--- config.mk ---
export PLATFORM = sky130hd
export DESIGN_NAME = tftinit_seq
export DESIGN_NICKNAME = d
export VERILOG_FILES = /design/src/rtl/tftinit_pkg.sv /design/src/rtl/tftinit_tick.sv /design/src/rtl/tftinit_rom.sv /design/src/rtl/tftinit_seq.sv
export SDC_FILE = /design/constraint.sdc
export NUM_CORES = 1
export LEC_CHECK = 0
export ABC_AREA = 1
export CELL_PAD_IN_SITES_DETAIL_PLACEMENT = 1
export CELL_PAD_IN_SITES_GLOBAL_PLACEMENT = 1
export CORE_UTILIZATION = 49
export CTS_CLUSTER_SIZE = 12
export DETAILED_ROUTE_END_ITERATION = 10
export DONT_BUFFER_PORTS = 1
export HOLD_SLACK_MARGIN = 0.08
export PLACE_DENSITY_LB_ADDON = 0.15
export SLEW_MARGIN = 15
export SYNTH_ARGS = -nofsm -noshare
export SYNTH_HDL_FRONTEND = slang
export SYNTH_HIERARCHICAL = 1
export SYNTH_SLANG_ARGS = --single-unit
--- constraint.sdc ---
create_clock -name clk -period 4.92 [get_ports clk]
set_input_delay 1.476 -clock clk [delete_from_list [all_inputs] [get_ports clk]]
set_output_delay 1.476 -clock clk [all_outputs]
set_load 0.01 [all_outputs]
--- src/rtl/tftinit_pkg.sv ---
package tftinit_pkg;

  localparam int ENTRIES  = 40;
  localparam int IDX_W    = $clog2(ENTRIES);
  localparam int WORD_W   = 9;
  localparam int SEL_BIT  = 8;
  localparam int WAIT_IDX_A = 2;
  localparam int WAIT_IDX_B = 4;

  typedef enum logic [2:0] {
    S_SEL, S_DAT, S_STB, S_GAP, S_WAIT, S_DONE
  } seq_state_t;

  // bit 8: 0 = command, 1 = parameter
  function automatic logic [WORD_W-1:0] init_word(input logic [IDX_W-1:0] i);
    logic [WORD_W-1:0] w;
    case (i)
      6'd0, 6'd1, 6'd2: w = {1'b0, 8'h01};
      6'd3:  w = {1'b0, 8'hE0};
      6'd4:  w = {1'b1, 8'h01};
      6'd5:  w = {1'b0, 8'hE0};
      6'd6:  w = {1'b1, 8'h03};
      6'd7:  w = {1'b0, 8'hB0};
      6'd8:  w = {1'b1, 8'h0C};
      6'd9:  w = {1'b1, 8'h80};
      6'd10: w = {1'b1, 8'h02};
      6'd11: w = {1'b1, 8'h7F};
      6'd12: w = {1'b1, 8'h01};
      6'd13: w = {1'b1, 8'hDF};
      6'd14: w = {1'b1, 8'h00};
      6'd15: w = {1'b0, 8'hF0};
      6'd16: w = {1'b1, 8'h00};
      6'd17: w = {1'b0, 8'h3A};
      6'd18: w = {1'b1, 8'h60};
      6'd19: w = {1'b0, 8'hE6};
      6'd20: w = {1'b1, 8'h04};
      6'd21: w = {1'b1, 8'hFF};
      6'd22: w = {1'b1, 8'hFF};
      6'd23: w = {1'b0, 8'hB4};
      6'd24: w = {1'b1, 8'h02};
      6'd25: w = {1'b1, 8'hF8};
      6'd26: w = {1'b1, 8'h00};
      6'd27: w = {1'b1, 8'h44};
      6'd28: w = {1'b1, 8'h0F};
      6'd29, 6'd30, 6'd31: w = {1'b1, 8'h00};
      6'd32: w = {1'b0, 8'hB6};
      6'd33: w = {1'b1, 8'h01};
      6'd34: w = {1'b1, 8'hF8};
      6'd35: w = {1'b1, 8'h00};
      6'd36: w = {1'b1, 8'h13};
      6'd37: w = {1'b1, 8'h07};
      6'd38, 6'd39: w = {1'b1, 8'h00};
      default: w = {1'b1, 8'h00};
    endcase
    return w;
  endfunction

endpackage

--- src/rtl/tftinit_tick.sv ---
module tftinit_tick #(
  parameter int DIV = 10
) (
  input  logic clk,
  input  logic rst,
  output logic tick
);
  localparam int CW = (DIV > 1) ? $clog2(DIV) : 1;

  logic [CW-1:0] cnt;

  always_ff @(posedge clk) begin
    if (rst) begin
      cnt <= '0;
    end else if (cnt == CW'(DIV - 1)) begin
      cnt <= '0;
    end else begin
      cnt <= cnt + 1'b1;
    end
  end

  assign tick = (cnt == CW'(DIV - 1));


  tick_spacing_chk: assert property (@(posedge clk) disable iff (rst)
    tick |=> !tick);

endmodule

--- src/rtl/tftinit_rom.sv ---
module tftinit_rom
  import tftinit_pkg::*;
(
  input  logic              clk,
  input  logic [IDX_W-1:0]  addr,
  output logic [WORD_W-1:0] q
);
  // registered read so the store maps onto a block RAM / LUT ROM
  always_ff @(posedge clk) begin
    q <= init_word(addr);
  end
endmodule

--- src/rtl/tftinit_seq.sv ---
module tftinit_seq
  import tftinit_pkg::*;
#(
  parameter int CLK_DIV    = 10,
  parameter int HOLD_TICKS = 2,
  parameter int GAP_TICKS  = 1,
  parameter int WAIT_TICKS = 255
) (
  input  logic       clk,
  input  logic       rst,
  output logic [7:0] lcd_db,
  output logic       lcd_dc,
  output logic       lcd_rw_n,
  output logic       lcd_cs_n,
  output logic       init_done
);
  localparam int MAXT_A = (HOLD_TICKS > GAP_TICKS) ? HOLD_TICKS : GAP_TICKS;
  localparam int MAXT   = (MAXT_A > WAIT_TICKS) ? MAXT_A : WAIT_TICKS;
  localparam int CW     = $clog2(MAXT + 1);
  localparam logic [IDX_W-1:0] LAST = IDX_W'(ENTRIES - 1);

  logic              tick;
  logic [IDX_W-1:0]  idx;
  logic [WORD_W-1:0] word;
  logic [CW-1:0]     cnt;
  seq_state_t        st;
  logic              wait_pt;

  tftinit_tick #(.DIV(CLK_DIV)) u_tick (
    .clk  (clk),
    .rst  (rst),
    .tick (tick)
  );

  tftinit_rom u_rom (
    .clk  (clk),
    .addr (idx),
    .q    (word)
  );

  assign wait_pt = (idx == IDX_W'(WAIT_IDX_A)) || (idx == IDX_W'(WAIT_IDX_B));

  always_ff @(posedge clk) begin
    if (rst) begin
      st        <= S_SEL;
      idx       <= '0;
      cnt       <= '0;
      lcd_db    <= '0;
      lcd_dc    <= 1'b0;
      lcd_rw_n  <= 1'b1;
      lcd_cs_n  <= 1'b1;
      init_done <= 1'b0;
    end else if (tick) begin
      case (st)
        S_SEL: begin
          lcd_dc <= word[SEL_BIT];
          st     <= S_DAT;
        end
        S_DAT: begin
          lcd_db   <= word[7:0];
          lcd_cs_n <= 1'b0;
          lcd_rw_n <= 1'b0;
          cnt      <= '0;
          st       <= S_STB;
        end
        S_STB: begin
          if (cnt == CW'(HOLD_TICKS - 1)) begin
            lcd_cs_n <= 1'b1;
            lcd_rw_n <= 1'b1;
            cnt      <= '0;
            st       <= S_GAP;
          end else begin
            cnt <= cnt + 1'b1;
          end
        end
        S_GAP: begin
          if (cnt == CW'(GAP_TICKS - 1)) begin
            cnt <= '0;
            if (idx == LAST) begin
              init_done <= 1'b1;
              st        <= S_DONE;
            end else if (wait_pt) begin
              st <= S_WAIT;
            end else begin
              idx <= idx + 1'b1;
              st  <= S_SEL;
            end
          end else begin
            cnt <= cnt + 1'b1;
          end
        end
        S_WAIT: begin
          if (cnt == CW'(WAIT_TICKS - 1)) begin
            cnt <= '0;
            idx <= idx + 1'b1;
            st  <= S_SEL;
          end else begin
            cnt <= cnt + 1'b1;
          end
        end
        default: st <= S_DONE;
      endcase
    end
  end


  rw_during_cs_chk: assert property (@(posedge clk) disable iff (rst)
    !lcd_cs_n |-> !lcd_rw_n);


  bus_stable_chk: assert property (@(posedge clk) disable iff (rst)
    (!lcd_cs_n && $past(!lcd_cs_n)) |-> ($stable(lcd_db) && $stable(lcd_dc)));


  cs_gap_chk: assert property (@(posedge clk) disable iff (rst)
    $rose(lcd_cs_n) |=> lcd_cs_n);


  done_sticky_chk: assert property (@(posedge clk) disable iff (rst)
    init_done |=> (init_done && lcd_cs_n));


  idx_range_chk: assert property (@(posedge clk) disable iff (rst)
    idx <= LAST);

endmodule

Word-level counts from Yosys, hierarchy flattened
Memories as Yosys holds them, arrays and structs flattened. A register that Yosys moved wholly into a read port is not among the register bits.
Cells that the tools add are included.
{ "totals": {"ff_bits": 32, "romBits": 576, "out_inout_bits": 12, "wordCells": 58, "mem_count": 1} }
{ "classes": {"addsub": 3, "eq_ne": 15, "muxes": 17, "n_reduce_logical": 14} }
{ "memory_table": {"columns": ["name", "words", "width", "read_ports", "rd_clocked_by_memory_dff", "wr", "line_no", "source"], "rows": [
  ["(no name shown)", 64, 9, 1, 1, 0, "tftinit_pkg.sv:17", "case (i)"]
]} }
{ "op_table": {"columns": ["operator", "count"], "rows": [
  ["8-bit case mux with 4 select lines", 1],
  ["6-bit 2-to-1 mux", 4],
  ["8-bit 2-to-1 mux", 3],
  ["3-bit 2-to-1 mux", 5],
  ["3-bit case mux with 5 select lines", 1],
  ["6-bit case mux with 2 select lines", 1],
  ["2-bit inequality test, second input constant", 5],
  ["8-bit by 1-bit adder with 8-bit output, second input constant", 1],
  ["8-bit by 1-bit equality test with 1-bit output, second input constant", 1],
  ["8-bit equality test, second input constant", 1],
  ["8-bit zero test", 1],
  ["4-bit AND reduction", 2],
  ["6-bit by 1-bit adder with 6-bit output, second input constant", 1],
  ["3-bit by 2-bit equality test with 1-bit output, second input constant", 2],
  ["6-bit by 2-bit equality test with 1-bit output, second input constant", 1],
  ["6-bit by 3-bit equality test with 1-bit output, second input constant", 1],
  ["6-bit equality test, second input constant", 1],
  ["2-bit AND reduction", 3],
  ["6-bit AND reduction", 1],
  ["4-bit by 1-bit adder with 4-bit output, second input constant", 1],
  ["4-bit equality test, second input constant", 1],
  ["2-bit nonzero test", 2],
  ["4-bit nonzero test", 1],
  ["3-bit by 1-bit equality test with 1-bit output, second input constant", 1],
  ["7 further kinds", 7]
]} }

Logic depth before layout (Yosys ltp)
{ "logic_depth": {"ltp_word": 6, "ltp_mapped": 12} }

Modules after synthesis
The synthesis kept the hierarchy.
{ "by_module_without_submodules": {"columns": ["mod", "n_inst", "cells_per_inst", "area_per_inst_um2", "seq_area_each_um2"], "rows": [
  ["tftinit_seq", 1, 233, 1641.6, 560.5],
  ["tftinit_rom", 1, 133, 819.5, 180.2],
  ["tftinit_tick", 1, 22, 181.4, 80.1]
]} }

Worst setup path after synthesis
Ideal clock, no wire load.
{ "synth_path": {"kind": "input to register", "startpoint": "input port rst", "endpoint": "register lcd_db[0]", "arrival_time_ps": 1957, "t_required_ps": 4855, "path_slack_ps": 2898, "cell_stages": 4, "path_buffers": 1, "path_cell_list": "inv_1 > clkbuf_1 > o21ai_0 > nor2_1"} }
{ "synth_rtl": {"columns": ["element", "line_no", "source"], "rows": [
  ["start: declaration", "tftinit_seq.sv:10", "input logic rst,"],
  ["end signal: assignment", "tftinit_seq.sv:60", "lcd_db <= word[7:0];"],
  ["end: declaration", "tftinit_seq.sv:11", "output logic [7:0] lcd_db,"]
]} }

==> qor_table.md <==
| Result | Reported | Unit |
|---|---|---|
| Critical Path Start Type | flip-flop | - |
| Count of cells resized by post-cts repair | 0 | - |
| GRT Total Usage | 25.16 | % |
| Area occupied by multi-input gates | 1560 | µm² |
| Clock tree buffer depth | 2 | - |
| Transition time at the pin with the least slew margin | 0.9088 | ns |
| Mapped cell area | 2643 | µm² |
| VDD IR-drop max | 129.5 | µV |
| Commonest cells post-synth | sky130_fd_sc_hd__nand2_1 (98), sky130_fd_sc_hd__nor2_1 (57), sky130_fd_sc_hd__dfxtp_1 (41) | - |
| Maximum number of pins on one net before global-route repair | 28 | - |
| Root buffer cell | sky130_fd_sc_hd__clkbuf_8 | - |
| Post-synth net total | 406 | - |
| Most repeated cell in the gate-level netlist after synthesis | sky130_fd_sc_hd__nand2_1 | - |
| Count of pins on the block boundary | 14 | - |
| Core Rows | 26 | - |
| Global-route wire length before repair | 10870 | µm |
| Final setup violation count | 0 | - |
| Biggest area contributors in the synthesized netlist | sky130_fd_sc_hd__dfxtp_1 (31%), sky130_fd_sc_hd__nand2_1 (14%), sky130_fd_sc_hd__nor2_1 (8.1%) | - |
| Total of buffers placed on input and output ports | 0 | - |
| Length of the first detailed-routing pass in iterations | 4 | - |
| Share of flip-flops with an asynchronous set or reset after synthesis | 0 | % |
| Maximum fanout encountered on the critical timing path | 3 | - |
| Run status | finished, final reports clean | - |
| Critical register-to-register path startpoint | u_tick/cnt[0] | - |
| Minimum clock period | 2.228 | ns |
| Routed wirelength normalized by instance count | 14.41 | µm |
| Die Wd | 75.44 | µm |
| Number of synthesized flops with an enable pin | 0 | - |
| Total via count in the routed design | 2377 | - |
| Post-route antenna net violation count | 0 | - |
| Fillcell total | 719 | - |
| Total DRC errors in the routed layout | 0 | - |
| Ys flop type | sky130_fd_sc_hd__dfxtp_1 | - |
| Weighted congestion reported at the end of routability-driven placement | 0.8154 | - |
| Final Util | 53.72 | % |
| Clock tree from TritonCTS | yes | - |
| Timing startpoint of the critical path | lcd_cs_n | - |
| Flip-flop and latch area | 820.8 | µm² |
| Worst setup path class | flip-flop to output pin | - |
| Final global-route overflow total | 0 | - |
| Number of buffers inserted by post-CTS setup repair | 0 | - |
| Total wire length after detailed routing | 6557 | µm |
| Synthesized netlist cell count | 388 | - |
| Number of antenna violations at the first check in global routing | 0 | - |
| Fraction of final layout cells with drive strength greater than 1 | 12.73 | % |
| Ant diodes | 0 | - |
| Post-CTS Hold Fix Bufs | 0 | - |
| Post-synthesis to final-layout area growth | 4.498 | % |
| Flop and latch count out of synthesis | 41 | - |
| Final worst-path cycle share | 45.28 | % |
| Number of violations reported at the end of detailed-routing iteration 0 | 96 | - |
| Sequential fraction of the synthesis area | 31.06 | % |
| Portion of synthesized cell area occupied by the leading cell type | 31.06 | % |
| Sink Count | 41 | - |
| P per Cell Area | 224.5 | nW/µm² |
| Overall die area | 5690 | µm² |
| Hold crit path type | flip-flop to flip-flop | - |
| Final TNS setup | 0 | ns |
| Slew Limit Headroom | 39.33 | % |
| # Max-Cap Violations | 0 | - |
| Floorplan core area | 5140 | µm² |
| RSZ-0062 raised after global routing | no | - |
| Insertion delay of the later-clocked pin in the worst-skew pair | 0.29 | ns |
| Total clock buffers created by CTS | 5 | - |
| Final hold violations | 0 | - |
| Startpoint of the most critical hold path | u_rom/q[4] | - |
| Via count of the first global-routing pass | 2287 | - |
| Yosys warns | 6 | - |
| Max-slew violation count | 0 | - |
| Cell taking the most area after synthesis | sky130_fd_sc_hd__dfxtp_1 | - |
| Post-layout net count | 402 | - |
| CP Data Required Time | 3.44 | ns |
| Number of distinct library cells after synthesis | 37 | - |
| Setup skew after layout | 0.008468 | ns |
| Clock H-tree levels | 2 | - |
| Mean post-synth cell area | 6.811 | µm² |
| Clock transition at the registers of the reported paths | 0.09 | ns |
| Endpoint kind of the worst setup timing path | output pin | - |
| Timing-limited maximum frequency | 448.9 | MHz |
| Effective utilization at floorplan | 51.41 | % |
| PnR Total Power | 0.6200 | mW |
| Leakage dissipation | 1.214 | nW |
| Die Height | 75.44 | µm |
| Arrival time of data at the critical path endpoint | 0.75 | ns |
| Vias per inst | 5.224 | - |
| Estimated wirelength of the detail-placed design | 4873 | µm |
-- cell families after synthesis --
kind of cell / Yosys count / share of synthesized area, %
AND/OR/NAND/NOR: 223 / 39.06
buffers and inverters: 58 / 9.896
AO/OA/AOI/OAI: 43 / 10.09
flip-flops: 41 / 31.06
adder cells (fa/ha/maj): 16 / 7.576
XOR/XNOR: 7 / 2.320
-- final timing paths --
check	slack [ns]	to	cells past startpoint
setup / recovery	2.69	lcd_rw_n	0
hold / removal	0.47	lcd_db[4]	2
hold reg to reg	0.47	lcd_db[4]	2
setup reg to reg	2.82	lcd_cs_n	8
-- metal layers --
layer,up-vias,track usage [%],wire (µm)
li1,1223,-,-
met1,1116,33.39,3195
met2,31,42.06,3115
met3,7,4.894,173
met4,0,6.173,72
met5,-,0,0
-- layout make-up --
cell class / count / share of cell area, %
Multi-Input combinational cell: 289 / 56.50
Sequential cell: 41 / 29.72
Inverter: 47 / 6.525
Tap cell: 70 / 3.172
Clock buffer: 5 / 2.492
Clock inverter: 3 / 1.586
-- cells in the final DEF (no fill, tap or decap), drive strengths merged --
| cell type | n |
|---|---|
| a21oi | 16 |
| a31oi | 1 |
| bufinv | 1 |
| clkbuf | 5 |
| clkinv | 3 |
| dfxtp | 41 |
| ha | 16 |
| inv | 46 |
| nand2 | 105 |
| nand3 | 38 |
| nand3b | 1 |
| nand4 | 10 |
| nor2 | 69 |
| o211ai | 1 |
| o21a | 1 |
| o21ai | 20 |
| o21bai | 2 |
| o221ai | 1 |
| o22ai | 1 |
| xnor2 | 1 |
| xor2 | 6 |
-- where the power goes --
part / switching (mW) / leakage [nW] / internal, mW
logic: 0.00559 / 0.824 / 0.00315
registers: 0.00233 / 0.331 / 0.334
clock network: 0.123 / 0.0585 / 0.152
total: 0.131 / 1.21 / 0.489
-- sequential cells by signal (all words and copies together), names as in the netlist --
signal / flops
u_tick/cnt: 4
lcd_dc: 1
lcd_cs_n: 1
idx: 6
init_done: 1
cnt: 8
u_rom/q: 9
lcd_db: 8
st: 3
-- stage by stage --
stage          std cells  instance area, µm²  setup slack (ns)  hold slack (ns)
6_report             455                2761             2.692           0.4674
5_1_grt              455                2761             2.616           0.4977
4_1_cts              455                2761             2.683           0.4718
3_5_place_dp         447                2649             2.826           0.4464
3_3_place_gp         447                2649             2.872           0.4364
2_1_floorplan        388                2643             2.898           0.4306
Note: power is estimated with default switching activity, not from simulation.
